--- config.mk ---
export PLATFORM = sky130hd
export DESIGN_NAME = irq_cascade_pair
export DESIGN_NICKNAME = d
export VERILOG_FILES = /design/src/rtl/irqc_pkg.sv /design/src/rtl/irqc_prio.sv /design/src/rtl/irqc_edge.sv /design/src/rtl/irqc_unit.sv /design/src/rtl/irq_cascade_pair.sv
export SDC_FILE = /design/constraint.sdc
export NUM_CORES = 1
export LEC_CHECK = 0
export BUFFER_PORTS_ARGS = -buffer_cell sky130_fd_sc_hd__buf_2
export CELL_PAD_IN_SITES_DETAIL_PLACEMENT = 0
export CELL_PAD_IN_SITES_GLOBAL_PLACEMENT = 1
export CORE_ASPECT_RATIO = 2
export CORE_UTILIZATION = 30
export CTS_CLUSTER_DIAMETER = 120
export DETAILED_ROUTE_END_ITERATION = 6
export PLACE_DENSITY_LB_ADDON = 0.1
export SYNTH_ARGS = -nofsm -noshare
export SYNTH_HDL_FRONTEND = slang
export SYNTH_HIERARCHICAL = 1
export SYNTH_SLANG_ARGS = --single-unit
--- constraint.sdc ---
create_clock -name clk -period 5.7 [get_ports clk]
set_clock_uncertainty 0.2 [all_clocks]
set_input_delay 1.71 -clock clk [delete_from_list [all_inputs] [get_ports clk]]
set_output_delay 1.71 -clock clk [all_outputs]
set_load 0.05 [all_outputs]
--- src/rtl/irqc_pkg.sv ---
package irqc_pkg;
    localparam int LVL   = 8;
    localparam int LW    = $clog2(LVL);
    localparam int BYTE  = 8;

    typedef enum logic [1:0] {
        INIT_IDLE,
        INIT_BASE,
        INIT_LINK
    } init_e;

    typedef struct packed {
        logic [LVL-1:0]  irr;
        logic [LVL-1:0]  isr;
        logic [BYTE-1:0] base;
        logic [BYTE-1:0] link;
        init_e           st;
    } unit_st_t;

    typedef struct packed {
        logic            ph;
        logic [BYTE-1:0] hold;
        logic [BYTE-1:0] vec;
        logic            vld;
    } top_st_t;
endpackage

--- src/rtl/irqc_prio.sv ---
module irqc_prio
    import irqc_pkg::*;
(
    input  logic [LVL-1:0] vec,
    output logic           any,
    output logic [LW-1:0]  idx
);
    always_comb begin
        any = |vec;
        idx = '0;
        for (int i = LVL - 1; i >= 0; i--) begin
            if (vec[i]) idx = LW'(i);
        end
    end
endmodule

--- src/rtl/irqc_edge.sv ---
module irqc_edge #(
    parameter int W = 16
) (
    input  logic         clk,
    input  logic         rst_n,
    input  logic [W-1:0] raw,
    output logic [W-1:0] rise
);
    logic [W-1:0] s1_q, s2_q, prev_q;
    logic [W-1:0] s1_d, s2_d, prev_d;

    always_comb begin
        s1_d   = raw;
        s2_d   = s1_q;
        prev_d = s2_q;
    end

    always_ff @(posedge clk or negedge rst_n) begin
        if (!rst_n) begin
            s1_q   <= '0;
            s2_q   <= '0;
            prev_q <= '0;
        end else begin
            s1_q   <= s1_d;
            s2_q   <= s2_d;
            prev_q <= prev_d;
        end
    end

    assign rise = s2_q & ~prev_q;
endmodule

--- src/rtl/irqc_unit.sv ---
module irqc_unit
    import irqc_pkg::*;
#(
    parameter logic [BYTE-1:0] RST_BASE = 8'h08,
    parameter logic [BYTE-1:0] RST_LINK = 8'h04,
    parameter bit              IS_SEC   = 1'b0,
    parameter int              CASC_LVL = 2
) (
    input  logic            clk,
    input  logic            rst_n,
    input  logic [LVL-1:0]  req_rise,
    input  logic [LVL-1:0]  req_lvl,
    input  logic            cmd_we,
    input  logic            dat_we,
    input  logic [BYTE-1:0] wdata,
    input  logic            take,
    output logic            int_o,
    output logic [LW-1:0]   win_o,
    output logic [LVL-1:0]  isr_o,
    output logic [BYTE-1:0] base_o,
    output logic            casc_o
);
    unit_st_t q, d;
    logic           isr_any;
    logic [LW-1:0]  isr_top;
    logic [LVL-1:0] allowed;
    logic [LVL-1:0] eff;

    irqc_prio u_isr_prio (.vec(q.isr), .any(isr_any), .idx(isr_top));

    always_comb begin
        for (int i = 0; i < LVL; i++) begin
            allowed[i] = !isr_any || (LW'(i) < isr_top);
        end
        eff = (q.irr | req_lvl) & allowed;
    end

    irqc_prio u_req_prio (.vec(eff), .any(int_o), .idx(win_o));

    always_comb begin
        d     = q;
        d.irr = q.irr | req_rise;
        if (take && int_o) begin
            d.isr[win_o] = 1'b1;
            d.irr[win_o] = 1'b0;
        end
        if (cmd_we) begin
            if (wdata[4]) begin
                d.irr = '0;
                d.isr = '0;
                d.st  = INIT_BASE;
            end else if (wdata[5] && isr_any) begin
                d.isr[isr_top] = 1'b0;
            end
        end else if (dat_we) begin
            case (q.st)
                INIT_BASE: begin
                    d.base = {wdata[BYTE-1:LW], {LW{1'b0}}};
                    d.st   = INIT_LINK;
                end
                INIT_LINK: begin
                    d.link = wdata;
                    d.st   = INIT_IDLE;
                end
                default: ;
            endcase
        end
    end

    always_ff @(posedge clk or negedge rst_n) begin
        if (!rst_n) begin
            q.irr  <= '0;
            q.isr  <= '0;
            q.base <= RST_BASE;
            q.link <= RST_LINK;
            q.st   <= INIT_IDLE;
        end else begin
            q <= d;
        end
    end

    assign isr_o  = q.isr;
    assign base_o = q.base;

    generate
        if (IS_SEC) begin : g_sec
            assign casc_o = (q.link[LW-1:0] == LW'(CASC_LVL));
        end else begin : g_pri
            assign casc_o = q.link[CASC_LVL];
        end
    endgenerate

    AST_ONE_GRANT: assert property (@(posedge clk) disable iff (!rst_n)
        $countones(q.isr & ~$past(q.isr)) <= 1);
    AST_EOI_POP: assert property (@(posedge clk) disable iff (!rst_n)
        (cmd_we && !wdata[4] && wdata[5] && isr_any && !take)
        |=> ($countones(q.isr) + 1 == $countones($past(q.isr))));
    AST_NEST: assert property (@(posedge clk) disable iff (!rst_n)
        (int_o && isr_any) |-> (win_o < isr_top));
endmodule

--- src/rtl/irq_cascade_pair.sv ---
module irq_cascade_pair
    import irqc_pkg::*;
#(
    parameter logic [BYTE-1:0] PRI_CMD   = 8'h20,
    parameter logic [BYTE-1:0] PRI_DAT   = 8'h21,
    parameter logic [BYTE-1:0] SEC_CMD   = 8'hA0,
    parameter logic [BYTE-1:0] SEC_DAT   = 8'hA1,
    parameter logic [BYTE-1:0] PRI_BASE0 = 8'h08,
    parameter logic [BYTE-1:0] SEC_BASE0 = 8'h70,
    parameter int              CASC_LVL  = 2
) (
    input  logic              clk,
    input  logic              rst_n,
    input  logic [2*LVL-1:0]  irq_i,
    input  logic              bus_we,
    input  logic [BYTE-1:0]   bus_addr,
    input  logic [BYTE-1:0]   bus_wdata,
    input  logic              ack_i,
    output logic              int_o,
    output logic [BYTE-1:0]   vec_o,
    output logic              vec_vld_o
);
    localparam logic [BYTE-1:0] PRI_LINK0 = BYTE'(1) << CASC_LVL;
    localparam logic [BYTE-1:0] SEC_LINK0 = BYTE'(CASC_LVL);

    top_st_t q, d;
    logic [2*LVL-1:0] rise;
    logic [LVL-1:0]   p_rise, p_lvl, p_isr, s_isr;
    logic             p_int, s_int, p_casc, s_casc, casc_on;
    logic [LW-1:0]    p_win, s_win;
    logic [BYTE-1:0]  p_base, s_base, vec_sel;
    logic             take, s_take, p_win_casc;

    irqc_edge #(.W(2*LVL)) u_edge (.clk(clk), .rst_n(rst_n), .raw(irq_i), .rise(rise));

    assign casc_on    = p_casc && s_casc;
    assign p_win_casc = casc_on && (p_win == LW'(CASC_LVL));
    assign take       = ack_i && !q.ph;
    assign s_take     = take && p_int && p_win_casc;

    always_comb begin
        p_rise = rise[LVL-1:0];
        p_lvl  = '0;
        if (casc_on) begin
            p_rise[CASC_LVL] = 1'b0;
            p_lvl[CASC_LVL]  = s_int;
        end
    end

    irqc_unit #(.RST_BASE(PRI_BASE0), .RST_LINK(PRI_LINK0), .IS_SEC(1'b0), .CASC_LVL(CASC_LVL)) u_pri (
        .clk(clk), .rst_n(rst_n), .req_rise(p_rise), .req_lvl(p_lvl),
        .cmd_we(bus_we && bus_addr == PRI_CMD), .dat_we(bus_we && bus_addr == PRI_DAT),
        .wdata(bus_wdata), .take(take), .int_o(p_int), .win_o(p_win),
        .isr_o(p_isr), .base_o(p_base), .casc_o(p_casc));

    irqc_unit #(.RST_BASE(SEC_BASE0), .RST_LINK(SEC_LINK0), .IS_SEC(1'b1), .CASC_LVL(CASC_LVL)) u_sec (
        .clk(clk), .rst_n(rst_n), .req_rise(rise[2*LVL-1:LVL]), .req_lvl('0),
        .cmd_we(bus_we && bus_addr == SEC_CMD), .dat_we(bus_we && bus_addr == SEC_DAT),
        .wdata(bus_wdata), .take(s_take), .int_o(s_int), .win_o(s_win),
        .isr_o(s_isr), .base_o(s_base), .casc_o(s_casc));

    always_comb begin
        if (!p_int)          vec_sel = {p_base[BYTE-1:LW], {LW{1'b1}}};
        else if (p_win_casc) vec_sel = {s_base[BYTE-1:LW], s_win};
        else                 vec_sel = {p_base[BYTE-1:LW], p_win};
    end

    always_comb begin
        d     = q;
        d.vld = 1'b0;
        if (ack_i) begin
            if (!q.ph) begin
                d.hold = vec_sel;
                d.ph   = 1'b1;
            end else begin
                d.vec = q.hold;
                d.vld = 1'b1;
                d.ph  = 1'b0;
            end
        end
    end

    always_ff @(posedge clk or negedge rst_n) begin
        if (!rst_n) q <= '0;
        else        q <= d;
    end

    assign int_o     = p_int;
    assign vec_o     = q.vec;
    assign vec_vld_o = q.vld;

    AST_VLD_PULSE: assert property (@(posedge clk) disable iff (!rst_n)
        vec_vld_o |=> !vec_vld_o);
    AST_CASC_FOLLOW: assert property (@(posedge clk) disable iff (!rst_n)
        ($rose(p_isr[CASC_LVL]) && $past(casc_on)) |-> (s_isr != $past(s_isr)));
    AST_SPURIOUS_IDLE: assert property (@(posedge clk) disable iff (!rst_n)
        (take && !p_int) |=> (p_isr == $past(p_isr)));
endmodule

==> results of run 1 <==
routing by layer:
metal	vias to the layer above	track usage, %
li1	1654	-
met1	1717	15.6
met2	70	27.6
met3	23	4.06
met4	0	10.3
met5	-	0
flip-flops by register name, summed over array words and instances, names as in the netlist:
register and cells:
u_pri/casc_o 1, u_pri/q 10, u_pri/isr_o 8, u_sec/isr_o 8
u_edge/s1_q 16, vec_o 8, u_sec/q 13, u_pri/base_o 5
vec_vld_o 1, u_sec/base_o 5, u_edge/prev_q 16, u_edge/prev_d 16
q 9
through the flow:
stage               total power, W  instances  setup slack (ns)  cell area, µm²  hold slack (ns)
floorplan                  0.00147        456              1.19            5240            0.131
global placement           0.00158        688             0.740            5560            0.132
detailed placement         0.00158        688             0.654            5560            0.135
CTS                        0.00266        719             0.198            6140            0.145
global route               0.00275        719            0.0788            6150            0.147
finish                     0.00261        719             0.380            6150            0.142
power by group:
part / leakage, nW / switching (W) / internal (W)
clock network: 0.279 / 0.000362 / 0.000692
logic: 0.962 / 0.000369 / 0.000196
registers: 1.35 / 0.0000688 / 0.000928
timing repair:
action                     in CTS  in global routing
hold endpoints to repair        0                  0
setup endpoints to repair       0                  1
hold buffers                    0                  0
gates resized for setup         0                  2
cell type report:
type	count	share of cell area (%)
Inverter	11	0.671
Multi-Input combinational cell	298	33.3
Tap cell	207	4.21
Sequential cell	116	47.3
Timing Repair Buffer	56	5.04
Clock inverter	10	2.16
Clock buffer	21	7.32
worst paths after layout:
check | startpoint | endpoint | cells after the start
min reg2reg | u_edge/s1_q[14] | u_edge/prev_d[14] | 0
min in group asynchronous | rst_n | u_edge/prev_q[10] | 1
max in group asynchronous | rst_n | u_pri/casc_o | 2
min | u_edge/s1_q[14] | u_edge/prev_d[14] | 0
max reg2reg | u_sec/isr_o[4] | u_sec/isr_o[0] | 18
max | u_sec/isr_o[4] | int_o | 15
placed cells by master (no fill, tap or decap), types with 6 or more instances in the layout:
master     count
a21oi_1       17
a31oi_1        7
buf_2         44
buf_4         12
clkbuf_16     17
conb_1        15
dfrtp_1      110
dfstp_2        6
inv_1          9
mux2_2        21
nand2_1       15
nand2b_1       6
nand3_1        9
nand4_1        7
nor2_1        65
nor2b_1        7
nor2b_4       16
nor3_1         7
o21ai_0       32
o221a_2       11
==> results.cfg, run 1 <==
[die]
die_area_um2 = 17900
coreArea_um2 = 16800
initial_utilization_pct = 30.8
io_pins = 46
placementRows = 67
die_w_um = 95.0
die_y_um = 188

[job]
max-cap-violations = 0

[global_routing]
grt-ovfl-total = 0
grt_pass1_vias = 3784
grt_pass1_wl_um = 20200
grt_max_degree = 57
antenna_found_initial = 0
grt_util_all_layers_pct = 15.6

[clocking]
cts.reportedPaths.clkPinSlew_ns = 0.05
clk_latency_ns = 0.41
cts_setup_buffers = 0
htree_num_levels = 4
cts_buffers = 17
cts_buffer_depth = 2
clock-sinks = 116
root_buffer = clkbuf_16
cts_tree = built

[timing]
relSlewSlack_pct = 50.2
hold_violations = 0
tns_ns = 0
period_needed_ns = 5.32
rsz0062_at_grt = no
tightest_slew_ns = 0.747
finalCritPeriodShare_pct = 93.3
max_freq_mhz = 188
drv_slew = 0
setup_viol = 0

[finish]
n_antenna_cell = 0
fillerInstances = 1649
drive_gt1_share_pct = 30.7
post-route-util_pct = 36.5
seq_area_um2 = 2910
syn2layout_area_growth_pct = 18.5
multi_input_area_um2 = 2050
nNetsFinal = 536

[placement]
globalplace.congestion = 0.865
portBuffers = 45
place_hpwl_um = 9270

[drt]
highest_layer = met4
ant_nets = 0
vias = 3464
dr_wl_met2_um = 6950
wirelength_um = 12300
drc = 0
wl_per_cell_um = 17.2
wl_met1_um = 4430
routed-wl-met3_um = 393
firstDrtPassIters = 4
drt_iter0_drc = 118
viasPerCell = 4.82

[setup_path]
critPathMaxStageDelay_ns = 0.43
crit_slowest_cell = a21boi_1
end_kind = output pin
crit_required_ns = 3.79
crit_arrival_ns = 3.41
crit_top_cell = nor2_1
regToRegSetupSlack_ns = 1.00
critPathLaunchType = flop
worstSetupPathType = reg -> out
crit_chain = nor2_1 > o21ai_0 > a21boi_1 > or2_2 > nand2_1 > a21oi_1 > nor4_2 > nand3_1 > and3_1 > nor2_1 > a21oi_1 > nor2_1 > nand3_1 > buf_4 > buf_2
path_buf_inv = 2
cp_top_family = compound AO/OA/AOI/OAI gates
crit_fanout = 14

[power]
p_leak_nw = 2.59
peakVddDrop_mv = 0.170
p_per_area_nw_per_um2 = 425

[synth]
syn-cell-area_um2 = 5190
yosys_warnings = 6
avgSynthCellArea_um2 = 11.7
synth_cells = 442

[status]
status = completed

[min_path]
hold_path_class = reg -> reg
(Power assumes the default switching activity.)
==> run 2, diff against run 1 <==
--- a/config.mk
+++ b/config.mk
@@ -6,9 +6,10 @@
 export NUM_CORES = 1
 export LEC_CHECK = 0
 export BUFFER_PORTS_ARGS = -buffer_cell sky130_fd_sc_hd__buf_2
-export CELL_PAD_IN_SITES_DETAIL_PLACEMENT = 0
+export CELL_PAD_IN_SITES_DETAIL_PLACEMENT = 1
 export CELL_PAD_IN_SITES_GLOBAL_PLACEMENT = 1
 export CORE_ASPECT_RATIO = 2
+export CORE_MARGIN = 8
 export CORE_UTILIZATION = 30
 export CTS_CLUSTER_DIAMETER = 120
 export DETAILED_ROUTE_END_ITERATION = 6
==> results.cfg, run 2 (synthesized netlist as in run 1, its figures left out) <==
[finish]
n_antenna_cell = 0
drive_gt1_share_pct = 30.7
syn2layout_area_growth_pct = 19.3
final_common_cell = dfrtp_1
final_cell_mix = dfrtp_1, nor2_1, buf_2, o21ai_0, mux2_2
nNetsFinal = 537

[timing]
period_needed_ns = 5.36
tns_ns = 0
fin_ws_ns = 0.341
setup_viol = 0
finalCritPeriodShare_pct = 94.0
relSlewSlack_pct = 42.9
max_freq_mhz = 187
drv_slew = 0
tightest_slew_ns = 0.856
hold_violations = 0
rsz0062_at_grt = no

[setup_path]
cp_top_family = simple AND/OR/NAND/NOR gates
path_buf_inv = 1
crit_top_cell = nor2_1
crit_fanout = 7
crit_arrival_ns = 3.45
worstSetupPathType = reg -> out
crit_chain = nor2_1 > o21ai_0 > a21boi_0 > or2_2 > nand2_1 > a21oi_1 > nor4_2 > nand3_1 > and3_1 > nor2_1 > a21oi_1 > nor2_1 > nand3_1 > buf_2
critPathMaxStageDelay_ns = 0.57
crit_required_ns = 3.79
crit_slowest_cell = a21boi_0
critPathLaunchType = flop
end_kind = output pin

[power]
p_leak_nw = 2.60
peakVddDrop_mv = 0.188
p_per_area_nw_per_um2 = 432

[die]
coreArea_um2 = 17100
die_area_um2 = 22000
die_y_um = 202
die_w_um = 109
io_pins = 46
placementRows = 68
initial_utilization_pct = 30.4

[clocking]
cts_setup_buffers = 0
clock-sinks = 116
cts_resized = 0
cts_buffers = 17
cts_hold_buf = 0
cts.reportedPaths.clkPinSlew_ns = 0.05
root_buffer = clkbuf_16
clk_latency_ns = 0.40
cts_tree = built
htree_num_levels = 4
cts_buffer_depth = 2

[placement]
dp_slack_ns = 0.825
portBuffers = 45
globalplace.congestion = 0.716
place_hpwl_um = 8350

[drt]
wl_per_cell_um = 16.2
viasPerCell = 4.73
drc = 0
firstDrtPassIters = 4
vias = 3422
drt_iter0_drc = 122
ant_nets = 0
wirelength_um = 11700

[global_routing]
grt_max_degree = 69
antenna_found_initial = 0
grt_util_all_layers_pct = 11.5
grt_pass1_wl_um = 19500
grt-ovfl-total = 0
grt_pass1_vias = 3649

[job]
max-cap-violations = 0

[status]
status = completed

[min_path]
hold_path_class = reg -> reg
-- run 2: worst reg2reg max path, cell delays in order (launching register included) --
cell and delay, ns:
dfrtp_1 0.42, nor2_1 0.12, o21ai_0 0.10, a21boi_0 0.57, or2_2 0.28, nand2_1 0.07, a21oi_1 0.30, nor4_2 0.10
nand3_1 0.18, and3_1 0.18, nor2_1 0.04, a21oi_1 0.20, nor2_1 0.10, and3b_1 0.28, and4bb_1 0.31, buf_4 0.16
and4_2 0.24, nand3_1 0.16, nor3_1 0.41, o221a_2 0.25
-- run 2: where the power goes --
group	internal (W)	leakage [nW]	switching, W
clock	0.000751	0.300	0.000360
sequential	0.000927	1.35	0.0000669
combinational	0.000196	0.957	0.000373
total	0.00187	2.60	0.000800
-- run 2: final timing paths --
path / cells after the start / to / slack, ns / startpoint
worst max-delay path: 14 / int_o / 0.34 / u_sec/isr_o[4]
worst min-delay path: 0 / u_edge/prev_d[0] / 0.14 / u_edge/s1_q[0]
worst max register to register: 19 / u_sec/isr_o[1] / 0.97 / u_sec/isr_o[4]
worst min register to register: 0 / u_edge/prev_d[0] / 0.14 / u_edge/s1_q[0]
max in group asynchronous: 2 / u_pri/casc_o / 3.15 / rst_n
min in group asynchronous: 1 / u_sec/q[28] / 1.22 / rst_n
-- run 2: cell type report --
class | count | area, µm²
clock buffer | 22 | 464
clock inverter | 10 | 155
fill | 1888 | 10900
inverter | 11 | 41.3
multi-input combinational | 298 | 2040
sequential | 116 | 2910
tap | 210 | 263
timing repair buffer | 57 | 318
-- run 2: stage by stage --
step	std cells	area, µm²	utilization (%)	hold WS, ns	power, W
final	724	6190	36.2	0.144	0.00267
after global routing	724	6190	36.2	0.150	0.00282
after CTS	724	6190	36.2	0.148	0.00273
after detailed placement	692	5570	32.6	0.136	0.00159
after global placement	692	5570	32.6	0.133	0.00158
after floorplan	456	5240	-	0.131	0.00147
-- run 2: layer usage --
metal	global-route usage [%]	wire length, µm	vias up
li1	-	-	1656
met1	15.1	5660	1699
met2	17.1	5460	59
met3	2.90	459	8
met4	5.47	166	0
met5	0	0	-
==> run 3, diff against run 2 <==
--- a/config.mk
+++ b/config.mk
@@ -13,7 +13,7 @@
 export CORE_UTILIZATION = 30
 export CTS_CLUSTER_DIAMETER = 120
 export DETAILED_ROUTE_END_ITERATION = 6
-export PLACE_DENSITY_LB_ADDON = 0.1
+export PLACE_DENSITY = 0.52
 export SYNTH_ARGS = -nofsm -noshare
 export SYNTH_HDL_FRONTEND = slang
 export SYNTH_HIERARCHICAL = 1
==> results.cfg, run 3 (synthesized netlist as in run 1, its figures left out) <==
[power]
peakVddDrop_mv = 0.184
p_leak_nw = 2.58
p_per_area_nw_per_um2 = 430

[placement]
globalplace.congestion = 0.803
portBuffers = 45
place_hpwl_um = 7930
dp_slack_ns = 0.815

[timing]
relSlewSlack_pct = 50.2
tns_ns = 0
setup_viol = 0
rsz0062_at_grt = no
period_needed_ns = 5.33
fin_ws_ns = 0.369
drv_slew = 0
hold_violations = 0
max_freq_mhz = 188
tightest_slew_ns = 0.741
finalCritPeriodShare_pct = 93.5

[global_routing]
antenna_found_initial = 0
grt-ovfl-total = 0
grt_util_all_layers_pct = 11.5
grt_pass1_wl_um = 19900
grt_max_degree = 117
grt_pass1_vias = 3813

[setup_path]
end_kind = output pin
crit_required_ns = 3.79
crit_arrival_ns = 3.42
worstSetupPathType = reg -> out
reg2reg_depth = 18
critPathLaunchType = flop
crit_fanout = 7

[finish]
multi_input_area_um2 = 2040
final_cell_mix = dfrtp_1, nor2_1, buf_2, o21ai_0, mux2_2
syn2layout_area_growth_pct = 18.6
nNetsFinal = 534
seq_area_um2 = 2910
n_antenna_cell = 0
fillerInstances = 1892
drive_gt1_share_pct = 30.2
final_common_cell = dfrtp_1

[drt]
vias = 3426
drt_iter0_drc = 126
firstDrtPassIters = 4
drc = 0
wl_per_cell_um = 15.8
wirelength_um = 11400
ant_nets = 0
viasPerCell = 4.76

[clocking]
clock-sinks = 116
cts_tree = built
root_buffer = clkbuf_16
cts_setup_buffers = 0
clk_latency_ns = 0.40
cts.reportedPaths.clkPinSlew_ns = 0.05
cts_buffer_depth = 2
cts_buffers = 17
cts_hold_buf = 0
htree_num_levels = 4
cts_resized = 0

[die]
die_area_um2 = 22000
die_y_um = 202
placementRows = 68
coreArea_um2 = 17100
die_w_um = 109
initial_utilization_pct = 30.4
io_pins = 46

[job]
max-cap-violations = 0

[status]
status = completed

[min_path]
min_path_cells = 0
hold_path_class = reg -> reg
==> run 3: cell types whose count changed in the layout (fill, tap and decap cells not counted), sizes merged <==
cell and delta:
buf -3, clkbuf -2, clkinv +1
==> run 3: path summary, 6_finish.rpt <==
path | start | endpoint | slack, ns
max | u_sec/isr_o[4] | int_o | 0.37
min | u_edge/s1_q[9] | u_edge/prev_d[9] | 0.14
max reg2reg | u_sec/isr_o[4] | u_sec/isr_o[1] | 0.98
max in group asynchronous | rst_n | vec_o[7] | 3.62
min reg2reg | u_edge/s1_q[9] | u_edge/prev_d[9] | 0.14
min in group asynchronous | rst_n | u_edge/s1_q[11] | 1.19
==> run 3: worst max-delay path: stages, from the launching register on <==
cell and delay (ns):
dfrtp_1 0.41, nor2_1 0.11, o21ai_0 0.08, a21boi_0 0.61
or2_2 0.27, nand2_1 0.06, a21oi_1 0.29, nor4_2 0.10
nand3_1 0.16, and3_1 0.17, nor2_1 0.05, a21oi_1 0.20
nor2_1 0.11, nand3_1 0.11, buf_2 0.27
==> run 3: where the power goes <==
group          leakage, nW  switching, W  total, W  internal, W
clock network        0.289      0.000364   0.00109     0.000724
registers             1.35     0.0000660  0.000993     0.000927
logic                0.947      0.000370  0.000566     0.000196
==> run 3: per-stage QoR <==
stage               util, %  instance area, µm²  hold slack [ns]  std cells  total power [W]
finish                 36.0                6160            0.144        720          0.00265
global route           36.0                6160            0.149        720          0.00280
CTS                    36.0                6160            0.148        720          0.00271
detailed placement     32.5                5560            0.136        689          0.00159
global placement       32.5                5560            0.131        689          0.00157
floorplan                 -                5240            0.131        456          0.00147
==> run 3: metal layers <==
metal	GRT usage [%]	routed length [µm]	share of wire, %
met3	3.19	470	4.1
met2	17.1	5170	46
met4	5.17	220	1.9
met1	15.1	5500	48
met5	0	0	0
==> run 3: area by class of cell <==
class / instances / area share, %
clock buffers: 20 / 7.09
clock inverters: 11 / 2.60
inverters: 11 / 0.670
well taps: 210 / 4.27
repair buffers: 54 / 5.00
multi-input cells: 298 / 33.1
flip-flops and latches: 116 / 47.3
